`src/rtl/pkt_rx_pkg.sv`:
```
package pkt_rx_pkg;

    typedef enum logic [1:0] {
        FR_IDLE  = 2'd0,
        FR_START = 2'd1,
        FR_DATA  = 2'd2
    } fr_state_e;

    // one CRC-8 step over a whole byte, MSB first, no reflection
    function automatic logic [7:0] crc8_step(input logic [7:0] crc_in,
                                             input logic [7:0] data,
                                             input logic [7:0] poly);
        logic [7:0] c;
        c = crc_in ^ data;
        for (int b = 0; b < 8; b++) begin
            c = c[7] ? ((c << 1) ^ poly) : (c << 1);
        end
        return c;
    endfunction

endpackage

```
`src/rtl/pkt_rx_sync.sv`:
```
module pkt_rx_sync #(
    parameter int STAGES = 2
) (
    input  logic clk,
    input  logic rst_n,
    input  logic din,
    output logic dout
);
    logic [STAGES-1:0] sync_d, sync_q;

    always_comb begin
        sync_d = {sync_q[STAGES-2:0], din};
    end

    always_ff @(posedge clk or negedge rst_n) begin
        if (!rst_n) sync_q <= '1;
        else        sync_q <= sync_d;
    end

    assign dout = sync_q[STAGES-1];
endmodule

```
`src/rtl/pkt_rx_frame.sv`:
```
module pkt_rx_frame
    import pkt_rx_pkg::*;
#(
    parameter int OVS = 8
) (
    input  logic       clk,
    input  logic       rst_n,
    input  logic       line_s,
    output logic       fr_done,
    output logic [7:0] fr_byte,
    output logic       fr_perr,
    output logic       fr_serr,
    output logic       fr_idle
);
    localparam int CW = $clog2(OVS);
    localparam logic [CW-1:0] CNT_HALF = CW'(OVS / 2 - 1);
    localparam logic [CW-1:0] CNT_FULL = CW'(OVS - 1);
    localparam logic [3:0]    LAST_BIT = 4'd9;

    typedef struct packed {
        fr_state_e       state;
        logic [CW-1:0]   cnt;
        logic [3:0]      bitn;
        logic [9:0]      shreg;
        logic            done;
        logic [7:0]      data;
        logic            perr;
        logic            serr;
    } fr_regs_t;

    fr_regs_t q, d;
    logic [9:0] sh_next;

    always_comb begin
        d       = q;
        d.done  = 1'b0;
        sh_next = {line_s, q.shreg[9:1]};
        case (q.state)
            FR_IDLE: begin
                if (!line_s) begin
                    d.state = FR_START;
                    d.cnt   = '0;
                end
            end
            FR_START: begin
                if (q.cnt == CNT_HALF) begin
                    d.cnt  = '0;
                    d.bitn = '0;
                    d.state = line_s ? FR_IDLE : FR_DATA;
                end else begin
                    d.cnt = q.cnt + CW'(1);
                end
            end
            FR_DATA: begin
                if (q.cnt == CNT_FULL) begin
                    d.cnt   = '0;
                    d.shreg = sh_next;
                    if (q.bitn == LAST_BIT) begin
                        d.state = FR_IDLE;
                        d.done  = 1'b1;
                        d.data  = sh_next[7:0];
                        d.perr  = (^sh_next[7:0]) != sh_next[8];
                        d.serr  = !sh_next[9];
                    end else begin
                        d.bitn = q.bitn + 4'd1;
                    end
                end else begin
                    d.cnt = q.cnt + CW'(1);
                end
            end
            default: d.state = FR_IDLE;
        endcase
    end

    always_ff @(posedge clk or negedge rst_n) begin
        if (!rst_n) begin
            q       <= '0;
            q.state <= FR_IDLE;
        end else begin
            q <= d;
        end
    end

    assign fr_done = q.done;
    assign fr_byte = q.data;
    assign fr_perr = q.perr;
    assign fr_serr = q.serr;
    assign fr_idle = (q.state == FR_IDLE);

    AST_DONE_PULSE: assert property (@(posedge clk) disable iff (!rst_n)
        fr_done |=> !fr_done);
    AST_BIT_RANGE: assert property (@(posedge clk) disable iff (!rst_n)
        (q.state == FR_DATA) |-> (q.bitn <= LAST_BIT));
    AST_DONE_AT_IDLE: assert property (@(posedge clk) disable iff (!rst_n)
        fr_done |-> fr_idle);
endmodule

```
`src/rtl/pkt_rx_idle.sv`:
```
module pkt_rx_idle #(
    parameter int LIMIT = 176
) (
    input  logic clk,
    input  logic rst_n,
    input  logic quiet,
    output logic expired
);
    localparam int TW = $clog2(LIMIT + 1);
    localparam logic [TW-1:0] LIM_M1 = TW'(LIMIT - 1);
    localparam logic [TW-1:0] LIM    = TW'(LIMIT);

    typedef struct packed {
        logic [TW-1:0] cnt;
        logic          fire;
    } idle_regs_t;

    idle_regs_t q, d;

    always_comb begin
        d      = q;
        d.fire = 1'b0;
        if (!quiet) begin
            d.cnt = '0;
        end else if (q.cnt == LIM_M1) begin
            d.cnt  = LIM;
            d.fire = 1'b1;
        end else if (q.cnt != LIM) begin
            d.cnt = q.cnt + TW'(1);
        end
    end

    always_ff @(posedge clk or negedge rst_n) begin
        if (!rst_n) q <= '0;
        else        q <= d;
    end

    assign expired = q.fire;

    AST_EXPIRE_ONCE: assert property (@(posedge clk) disable iff (!rst_n)
        expired |=> !expired);
endmodule

```
`src/rtl/pkt_rx.sv`:
```
module pkt_rx
    import pkt_rx_pkg::*;
#(
    parameter int         MAX_FRAMES = 14,
    parameter int         OVS        = 8,
    parameter logic [7:0] CRC_POLY   = 8'h07
) (
    input  logic                      clk,
    input  logic                      rst_n,
    input  logic                      rx_line,
    input  logic [$clog2(MAX_FRAMES+1)-1:0] cfg_frames,
    output logic [MAX_FRAMES*8-1:0]   payload,
    output logic                      pkt_valid,
    output logic                      err_parity,
    output logic                      err_stop,
    output logic                      err_crc
);
    localparam int FW         = $clog2(MAX_FRAMES + 1);
    localparam int FRAME_BITS = 11;
    localparam int IDLE_LIMIT = 2 * FRAME_BITS * OVS;
    localparam logic [FW-1:0] N_MAX = FW'(MAX_FRAMES);

    logic       line_s;
    logic       fr_done, fr_perr, fr_serr, fr_idle;
    logic [7:0] fr_byte;
    logic       timeout;
    logic [FW-1:0] n_eff;
    logic       crc_ok;

    pkt_rx_sync #(.STAGES(2)) u_sync (
        .clk(clk), .rst_n(rst_n), .din(rx_line), .dout(line_s)
    );

    pkt_rx_frame #(.OVS(OVS)) u_frame (
        .clk(clk), .rst_n(rst_n), .line_s(line_s),
        .fr_done(fr_done), .fr_byte(fr_byte), .fr_perr(fr_perr),
        .fr_serr(fr_serr), .fr_idle(fr_idle)
    );

    pkt_rx_idle #(.LIMIT(IDLE_LIMIT)) u_idle (
        .clk(clk), .rst_n(rst_n), .quiet(fr_idle & line_s), .expired(timeout)
    );

    typedef struct packed {
        logic [FW-1:0]                 idx;
        logic [7:0]                    crc;
        logic                          bad;
        logic [MAX_FRAMES-1:0][7:0]    shadow;
        logic [MAX_FRAMES-1:0][7:0]    outreg;
        logic                          valid;
        logic                          e_par;
        logic                          e_stop;
        logic                          e_crc;
    } top_regs_t;

    top_regs_t q, d;

    always_comb begin
        if (cfg_frames == '0)        n_eff = FW'(1);
        else if (cfg_frames > N_MAX) n_eff = N_MAX;
        else                         n_eff = cfg_frames;
    end

    always_comb begin
        d      = q;
        d.valid = 1'b0;
        crc_ok = (fr_byte == q.crc);
        if (timeout) begin
            d.idx = '0;
            d.crc = '0;
            d.bad = 1'b0;
        end
        if (fr_done) begin
            if (fr_perr) d.e_par  = 1'b1;
            if (fr_serr) d.e_stop = 1'b1;
            if (q.idx < n_eff) begin
                d.shadow[q.idx] = fr_byte;
                d.crc = crc8_step(q.crc, fr_byte, CRC_POLY);
                d.bad = q.bad | fr_perr | fr_serr;
                d.idx = q.idx + FW'(1);
            end else begin
                if (!crc_ok) d.e_crc = 1'b1;
                if (crc_ok && !q.bad && !fr_perr && !fr_serr) begin
                    for (int i = 0; i < MAX_FRAMES; i++) begin
                        d.outreg[i] = (FW'(i) < n_eff) ? q.shadow[i] : 8'h00;
                    end
                    d.valid = 1'b1;
                end
                d.idx = '0;
                d.crc = '0;
                d.bad = 1'b0;
            end
        end
    end

    always_ff @(posedge clk or negedge rst_n) begin
        if (!rst_n) q <= '0;
        else        q <= d;
    end

    assign payload    = q.outreg;
    assign pkt_valid  = q.valid;
    assign err_parity = q.e_par;
    assign err_stop   = q.e_stop;
    assign err_crc    = q.e_crc;

    AST_VALID_PULSE: assert property (@(posedge clk) disable iff (!rst_n)
        pkt_valid |=> !pkt_valid);
    AST_PAYLOAD_ATOMIC: assert property (@(posedge clk) disable iff (!rst_n)
        (payload != $past(payload)) |-> pkt_valid);
    AST_STICKY_PAR: assert property (@(posedge clk) disable iff (!rst_n)
        err_parity |=> err_parity);
    AST_STICKY_STOP: assert property (@(posedge clk) disable iff (!rst_n)
        err_stop |=> err_stop);
    AST_STICKY_CRC: assert property (@(posedge clk) disable iff (!rst_n)
        err_crc |=> err_crc);
    AST_NO_COMMIT_ON_CRC: assert property (@(posedge clk) disable iff (!rst_n)
        pkt_valid |-> !$rose(err_crc));
    AST_TIMEOUT_RESTART: assert property (@(posedge clk) disable iff (!rst_n)
        (timeout && !fr_done) |=> (q.idx == '0));
endmodule

```
`config.mk`:
```
export PLATFORM = sky130hd
export DESIGN_NAME = pkt_rx
export DESIGN_NICKNAME = d
export VERILOG_FILES = /design/src/rtl/pkt_rx_pkg.sv /design/src/rtl/pkt_rx_sync.sv /design/src/rtl/pkt_rx_frame.sv /design/src/rtl/pkt_rx_idle.sv /design/src/rtl/pkt_rx.sv
export SDC_FILE = /design/constraint.sdc
export NUM_CORES = 1
export LEC_CHECK = 0
export ABC_AREA = 1
export CAP_MARGIN = 20
export CELL_PAD_IN_SITES_DETAIL_PLACEMENT = 0
export CELL_PAD_IN_SITES_GLOBAL_PLACEMENT = 1
export CORE_MARGIN = 4
export CORE_UTILIZATION = 41
export CTS_BUF_LIST = sky130_fd_sc_hd__clkbuf_8 sky130_fd_sc_hd__clkbuf_16
export CTS_CLUSTER_DIAMETER = 200
export DETAILED_ROUTE_END_ITERATION = 10
export GPL_TIMING_DRIVEN = 0
export PLACE_DENSITY_LB_ADDON = 0.1
export SLEW_MARGIN = 40
export SYNTH_ARGS = -nofsm -noshare
export SYNTH_HDL_FRONTEND = slang
export SYNTH_SLANG_ARGS = --single-unit
```
`constraint.sdc`:
```
create_clock -name clk -period 5.75 [get_ports clk]
set_input_delay 0.575 -clock clk [delete_from_list [all_inputs] [get_ports clk]]
set_output_delay 0.575 -clock clk [all_outputs]
set_load 0.005 [all_outputs]
```
* Word level (Yosys, flattened, before mapping)
Index checks and enable logic that the tools add are counted. Widths: inputs -> output; s select.
Storage, ports and cells: bits in registers 282, bits of input ports 7, output and inout bits 116, word-level logic and storage cells 178
Cells by class: $add $sub $neg 4, magnitude comparators 18, equality and inequality tests 15, multiplexer cells 57, bitwise logic cells 14, reductions and logical operators 24
Operator list (number):
- $mux 241 | 1
- $mux 113 | 2
- $mux 8 | 18
- $bwmux 112 | 1
- $mux 112 | 1
- $demux 8 s4 | 1
- $mux 3 | 10
- $mux 13 | 2
- $mux 25 | 1
- $lt 4x4->1 const A | 6
- $not 3->3 | 8
- $mux 11 | 2
- $lt 3x4->1 const A | 4
- $mux 4 | 4
- $reduce_and 2->1 | 5
- $pmux 3 s3 | 1
- $reduce_and 3->1 | 3
- $add 4x1->4 const B | 2
- $add 8x1->8 const B | 1
- $eq 8x8->1 | 1
- $eq 8x8->1 const B | 1
- $lt 1x4->1 const A | 2
- $lt 2x4->1 const A | 2
- $mux 2 | 4
- other kinds (31) | 49

* Longest topological paths before layout
Gate-level depths: netlist (run 1).
word-level depth 19, mapped depth 13, depth with buffers taken out 12

* By module
A second synthesis (run 1) with hierarchy kept.
Second synthesis, totals: cells, all modules 1748, area total of the unflattened synthesis 14332.5 um^2
Modules (own cells, without submodules):
- pkt_rx | times used 1, cells an instance 1503, area an instance 12219.2 um^2, sequential area each 6030.8 um^2
- pkt_rx_frame | times used 1, cells an instance 182, area an instance 1570.3 um^2, sequential area each 725.7 um^2
- pkt_rx_idle | times used 1, cells an instance 61, area an instance 490.5 um^2, sequential area each 225.2 um^2
- pkt_rx_sync | times used 1, cells an instance 2, area an instance 52.6 um^2, sequential area each 52.6 um^2

* Worst setup path before layout (run 1)
Ideal clock, no wire load.
path type input to register, from input cfg_frames[3], to register (tool-made name), setup time 0.119 ns, data arrival time 2.220 ns, required time 5.631 ns, path slack 3.412 ns, cell stages on the path 8, path buffers 2, path through buf_2 -> inv_1 -> ha_1 -> a21oi_1 -> clkbuf_1 -> nand4_1 -> nand2_1 -> nand2_1
RTL lines:
- from (decl) | line pkt_rx.sv:11 | input logic [$clog2(MAX_FRAMES+1)-1:0] cfg_frames,

==> summary.md, run 1 <==
| Metric | Value |
|---|---|
| Initial antenna violation count | 0 |
| Clk pwr share | 0.470 |
| Final setup TNS | 0 ns |
| Max VDD drop | 200 µV |
| Die height | 186 µm |
| Outcome | complete, no violations |
| Post-synth EDFFs | 0 |
| Area growth syn-to-layout | 22.0% |
| Share of cells above drive strength 1 | 0.130 |
| Worst path bufs/invs | 4 |
| CP most frequent cell | nand2_1 |
| Full die area | 34,800 µm² |
| Tot Pwr | 4.20 mW |
| Crit-path cells | clkdlybuf4s50_1 > buf_2 > inv_1 > ha_1 > a21oi_1 > clkbuf_1 > nand4_1 > nand2_1 > nand2_1 |
| Ant diodes | 0 |
| Comb power frac | 0.053 |
| DP HPWL | 23.7 mm |
| Max Freq | 0.317 GHz |
| Cell Area, Synth | 13,100 µm² |
| Slew headroom | 0.398 |
| CP arrival | 3.58 ns |
| Reg2Reg Setup Slack | 3.05 ns |
| Critical R2R Capture | payload[39] |
| Detailed-route via count | 10,300 |
| Fin crit share | 0.549 |
| Core area | 31,500 µm² |
| CP peak stage delay | 0.54 ns |
| Clock Latency Late Sink | 0.56 ns |
| Core Rows | 65 |
| Post-cts sizing count | 0 |
| Setup bufs post-CTS | 0 |
| Starting DRT DRC Count | 736 |
| Yosys warnings | 0 |
| Fillers | 3,065 |
| Placed instance count | 2,010 |
| Clock Tree Buf Depth | 3 |
| Drt wl/cell | 16.6 µm |
| Synth Register Bits | 281 |
| Fin cells | 2,068 |
| Seq/Total Area, Yosys | 0.539 |
| Critical path depth | 9 |
| Total CTS buffers | 31 |
| Slew Viols, Final | 0 |
| Most frequent cells after synthesis | 557 x nand2_1, 279 x dfrtp_1, 131 x nand4_1, 123 x buf_4, 112 x o21ai_0 |
| Hold Path Depth | 0 |
| Critical path class | input port to flop |
| GR Overflow Total | 0 |
| Ys flop type | dfrtp_1 |
| Hold Path Class | flop to flop |
| Cell leakage power | 7.83 nW |
| CTS tree | built |
| Worst path slowest cell | clkdlybuf4s50_1 |
| Setup crit end kind | flop |
| P per Cell Area | 264 nW/µm² |
| Gpl congestion | 0.847 |
| Htree depth | 1 |
| Port Buffers | 122 |
| Root buffer cell | clkbuf_16 |
| Seq pwr share | 0.478 |
| # hold bufs at CTS | 1 |
| WHS Endpoint | u_sync.sync_q[1] |
| TritonCTS Sinks | 281 |
| Min Tclk post-route | 3.15 ns |
| Psw | 989 µW |
| R2r worst-path depth | 9 |
| RR Startpoint | u_frame.fr_byte[6] |
| DRT Wirelength | 34.3 mm |
| Layout Nets | 1,671 |
| Yosys top cell area share | 0.535 |
| Synth top area cells | dfrtp_1 53%, nand2_1 16%, buf_4 7.1%, nand4_1 6.3%, o21ai_0 4.3% |
| DRC Markers | 0 |
| Distinct cells, synth | 35 |
| Syn_area_per_cell | 8.81 µm² |
| Mapped Nets | 1,511 |
| Worst EP required | 6.18 ns |
| GRT Total Usage | 0.195 |
| Largest net degree at the start of global routing | 73 |
| Crit path max fanout | 10 |
| Worst-path clk slew | 0.06 ns |
| Die X | 186 µm |
| Final setup vio count | 0 |
| Hold Crit Start | u_sync.sync_q[0] |
| Cell count after synthesis | 1,482 |
| Yosys top cell by area | dfrtp_1 |
| Boundary pin count | 123 |
| 1st-pass router iterations | 6 |
| Vias in the first global route | 10,100 |
| Worst Max-Slew Pin Slew | 0.904 ns |
| Async set-reset flop share out of synthesis | 1.00 |
| Sw Share | 0.235 |
| Final ANT Viol Nets | 0 |
| Multi-input gate area | 4580 µm² |
| Clock Skews | 0.0214 ns |
| Initial Util | 0.415 |
| Top-count cell post-synth | nand2_1 |
| First-pass GRT wire length | 55.8 mm |
| Via density | 4.98 |
| Crit-path leading delay family | buffers and inverters |
| Max-cap violations | 0 |
| Final hold vios | 0 |
| Crit path launch type | input port |
| RSZ-0062 raised after global routing | false |
| Sequential cell area | 7030 µm² |
| Pint | 3.21 mW |
power by group through the flow:
stage	Combinational [mW]	Sequential, mW	Clock (mW)
floorplan	0.127	2.04	0
global placement	0.214	2.04	0
detailed placement	0.226	2.04	0
CTS	0.227	2.01	2.02
global route	0.261	2.01	2.10
finish	0.222	2.01	1.97
final cells by class:
cell class	instances	share of cell area
plain buffers	185	0.0785
clock buffers	38	0.0547
clock inverters	19	0.00919
inverters	55	0.0130
multi-input cells	961	0.287
flip-flops and latches	281	0.442
well taps	402	0.0316
repair buffers	127	0.0840
layout by cell type, fill, tap and decap left out, types with 11 or more instances in the layout:
| master | synthesis | layout |
|---|---|---|
| buf_4 | 123 | 123 |
| buf_6 | 11 | 11 |
| clkbuf_1 | 43 | 41 |
| clkbuf_16 | 0 | 31 |
| clkdlybuf4s50_1 | 0 | 121 |
| dfrtp_1 | 279 | 279 |
| ha_1 | 22 | 22 |
| inv_1 | 51 | 58 |
| nand2_1 | 557 | 557 |
| nand3_1 | 18 | 18 |
| nand4_1 | 131 | 131 |
| nor2_1 | 27 | 26 |
| o21ai_0 | 112 | 112 |
| o21ai_1 | 31 | 31 |
| xnor2_1 | 11 | 11 |
| xor2_1 | 15 | 15 |
metal layers:
metal | GRT usage | vias to the layer above | wire length [µm]
met5 | 0 | - | 0
met4 | 0.0404 | 0 | 645
met3 | 0.0228 | 45 | 1460
met2 | 0.306 | 227 | 15300
met1 | 0.294 | 4958 | 16900
li1 | - | 5078 | -
through the flow:
step           worst slack [ns]  area [µm²]  hold WS (ns)  utilization
2_1_floorplan              3.41       13100         0.279            -
3_3_place_gp              -8.37       14800         0.347        0.470
3_5_place_dp               2.05       14900         0.348        0.473
4_1_cts                    2.63       15900         0.357        0.506
5_1_grt                    2.33       15900         0.365        0.506
6_report                   2.60       15900         0.356        0.506
cell families (layout without fill, tap and decap cells):
group                      count (synthesis)  after routing  share of synthesized area
adders and majority gates                 22             22                     0.0211
and+or+nand+nor                          748            748                      0.246
xor gates and xnor gates                  26             26                     0.0174
muxes                                      1              1                   0.000766
AOI/OAI and AO/OA                        164            164                     0.0650
DFF                                      281            281                      0.539
buffers and inverters                    240            424                      0.111
how the worst max path moves through the flow:
stage                     slack (ns)           from          end
after global routing            2.33  cfg_frames[3]         flop
after floorplan                 3.41  cfg_frames[3]         flop
final                           2.60  cfg_frames[3]         flop
after detailed placement        2.05  cfg_frames[3]         flop
after CTS                       2.63  cfg_frames[3]         flop
after global placement         -8.37          rst_n  u_idle.q[1]
worst reg2reg max path: stages (launching register included):
cell and delay [ns]:
dfrtp_1 0.32, clkbuf_1 0.47, xor2_1 0.38, inv_1 0.13, ha_1 0.20, nand4_1 0.12, nor2_1 0.10, nand2_4 0.21
clkbuf_1 0.45, o21ai_0 0.18
Power figures use the tool's default switching activity.
==> run 2: changes to the inputs <==
--- a/config.mk
+++ b/config.mk
@@ -10,7 +10,7 @@
 export CELL_PAD_IN_SITES_DETAIL_PLACEMENT = 0
 export CELL_PAD_IN_SITES_GLOBAL_PLACEMENT = 1
 export CORE_MARGIN = 4
-export CORE_UTILIZATION = 41
+export CORE_UTILIZATION = 40
 export CTS_BUF_LIST = sky130_fd_sc_hd__clkbuf_8 sky130_fd_sc_hd__clkbuf_16
 export CTS_CLUSTER_DIAMETER = 200
 export DETAILED_ROUTE_END_ITERATION = 10
==> constraint.sdc (replaced) <==
create_clock -name clk -period 2.75 [get_ports clk]
set_input_delay 0.275 -clock clk [delete_from_list [all_inputs] [get_ports clk]]
set_output_delay 0.275 -clock clk [all_outputs]
set_load 0.005 [all_outputs]
==> run 2 against run 1 <==
  * Highest routed layer unchanged
  * First-iteration DRC count up 26%
  * Cell area up 1.5%
  * Die area up 2.4%
==> summary.md, run 2 (synthesized netlist as in run 1, its figures left out) <==
| Metric | Value |
|---|---|
| Most common cell after layout, fill and taps aside | nand2_1 |
| GRT Total Usage | 0.193 |
| Sequential cell area | 7030 µm² |
| Final setup vio count | 0 |
| Final hold vios | 0 |
| R2r worst-path depth | 10 |
| Die X | 189 µm |
| Met2 wire length | 14.9 mm |
| Wire length on met3 | 1.53 mm |
| Full die area | 35,600 µm² |
| Die height | 189 µm |
| Top sig layer | met4 |
| Fillers | 3,190 |
| Met1 wire length | 17.2 mm |
| Hold Crit Start | rx_line |
| Tot Pwr | 9.12 mW |
| DRT Wirelength | 34.5 mm |
| Largest net degree at the start of global routing | 72 |
| Hold Path Depth | 1 |
| Starting DRT DRC Count | 927 |
| Vias in the first global route | 10,200 |
| Root buffer cell | clkbuf_16 |
| Worst-path clk slew | 0.06 ns |
| Boundary pin count | 123 |
| Fin crit share | 0.946 |
| Max-cap violations | 0 |
| First-pass GRT wire length | 55.9 mm |
| RR Startpoint | u_frame.fr_byte[5] |
| Initial Util | 0.410 |
| Share of cells above drive strength 1 | 0.140 |
| Worst setup startpoint | cfg_frames[3] |
| CP arrival | 3.09 ns |
| Design Area, Final | 16,200 µm² |
| DRC Markers | 0 |
| Place WS | -0.668 ns |
| Final setup TNS | 0 ns |
| Clock Tree Buf Depth | 3 |
| Max Freq | 0.384 GHz |
| Commonest cells after routing, fill and taps aside | 557 x nand2_1, 279 x dfrtp_1, 131 x nand4_1, 131 x buf_4, 121 x clkdlybuf4s50_1 |
| Initial antenna violation count | 0 |
| Hold Path Class | input port to flop |
| Via density | 4.93 |
| Area growth syn-to-layout | 23.7% |
| Max VDD drop | 501 µV |
| Outcome | complete, no violations |
| Multi-input gate area | 4610 µm² |
| TritonCTS Sinks | 281 |
| Ant diodes | 0 |
| Worst EP required | 3.24 ns |
| Critical path class | input port to flop |
| Detailed-route via count | 10,400 |
| Layout Nets | 1,678 |
| Hold slack final | 0.124 ns |
| CTS tree | built |
| Cell leakage power | 7.93 nW |
| Port Buffers | 122 |
| RSZ-0062 raised after global routing | false |
| Crit path launch type | input port |
| Min Tclk post-route | 2.60 ns |
| P per Cell Area | 564 nW/µm² |
| Worst Max-Slew Pin Slew | 0.931 ns |
| Reg2Reg Setup Slack | 0.15 ns |
| Core area | 31,900 µm² |
| Core Rows | 65 |
| Critical R2R Capture | payload[78] |
| GR Overflow Total | 0 |
| Slew Viols, Final | 0 |
| Crit path max fanout | 10 |
| Total CTS buffers | 31 |
| Final worst slack | 0.149 ns |
| Final ANT Viol Nets | 0 |
| Htree depth | 1 |
| 1st-pass router iterations | 5 |
| Clock Skews | 0.0131 ns |
| WHS Endpoint | u_sync.sync_q[0] |
| DP HPWL | 23.8 mm |
| Drt wl/cell | 16.4 µm |
| Setup crit end kind | flop |
| Slew headroom | 0.379 |
| Gpl congestion | 0.839 |
| Dpl cell area | 14,900 µm² |
| Clock Latency Late Sink | 0.56 ns |
## run 2: changes by cell type in the layout (fill, tap and decap cells not counted), sizes merged
cell      previous run  this run
clkbuf              81        82
inv                 61        56
clkinvlp             1         2
clkinv              10         8
buf                147       155
bufinv               2         5
## run 2: power breakdown
part	total, mW	leakage [nW]	internal (mW)	switching, mW
sequential	4.20	3.85	4.17	0.0273
clock	4.45	0.557	2.75	1.70
combinational	0.473	3.53	0.132	0.341
## run 2: routing by layer
layer  vias to the layer above  GRT usage
li1                       5091          -
met3                        60     0.0283
met5                         -          0
met4                         0     0.0566
met1                      4986      0.287
met2                       241      0.297
## run 2: through the flow
step | cells | util
floorplan | 1482 | -
global placement | 2039 | 0.465
detailed placement | 2043 | 0.469
CTS | 2102 | 0.504
global route | 2107 | 0.507
finish | 2107 | 0.507
## run 2: worst max path at each step
stage                         to  slack [ns]  cells past startpoint
finish                      flop        0.15                     11
global route                flop      0.0002                     11
CTS                  payload[23]        0.08                      9
detailed placement          flop       -0.67                      9
global placement    payload[108]      -11.14                      1
floorplan                   flop        0.71                      8
## run 2: what timing repair did
item,4_1_cts,5_1_grt
pin swaps,2,4
resized for setup,1,9
endpoints found under the hold margin,97,0
setup buffers,2,6
hold buffers,1,0
setup endpoints to repair,23,159
## run 2: final cells by class
cell class                 instances  share of cell area
clock inverter                    16              0.0128
inverter                          55              0.0128
buffer                           184              0.0775
tap                              435              0.0337
timing repair buffer             135              0.0870
sequential                       281               0.435
clock buffer                      40              0.0557
multi-input combinational        961               0.285
## run 2: worst max-delay path: stages
cell and delay (ns):
clkdlybuf4s50_1 0.57, buf_2 0.26, inv_1 0.15, ha_1 0.33
a21oi_2 0.34, inv_1 0.14, a21oi_4 0.27, buf_4 0.31
buf_4 0.24, nand4_1 0.11, nand2_1 0.09
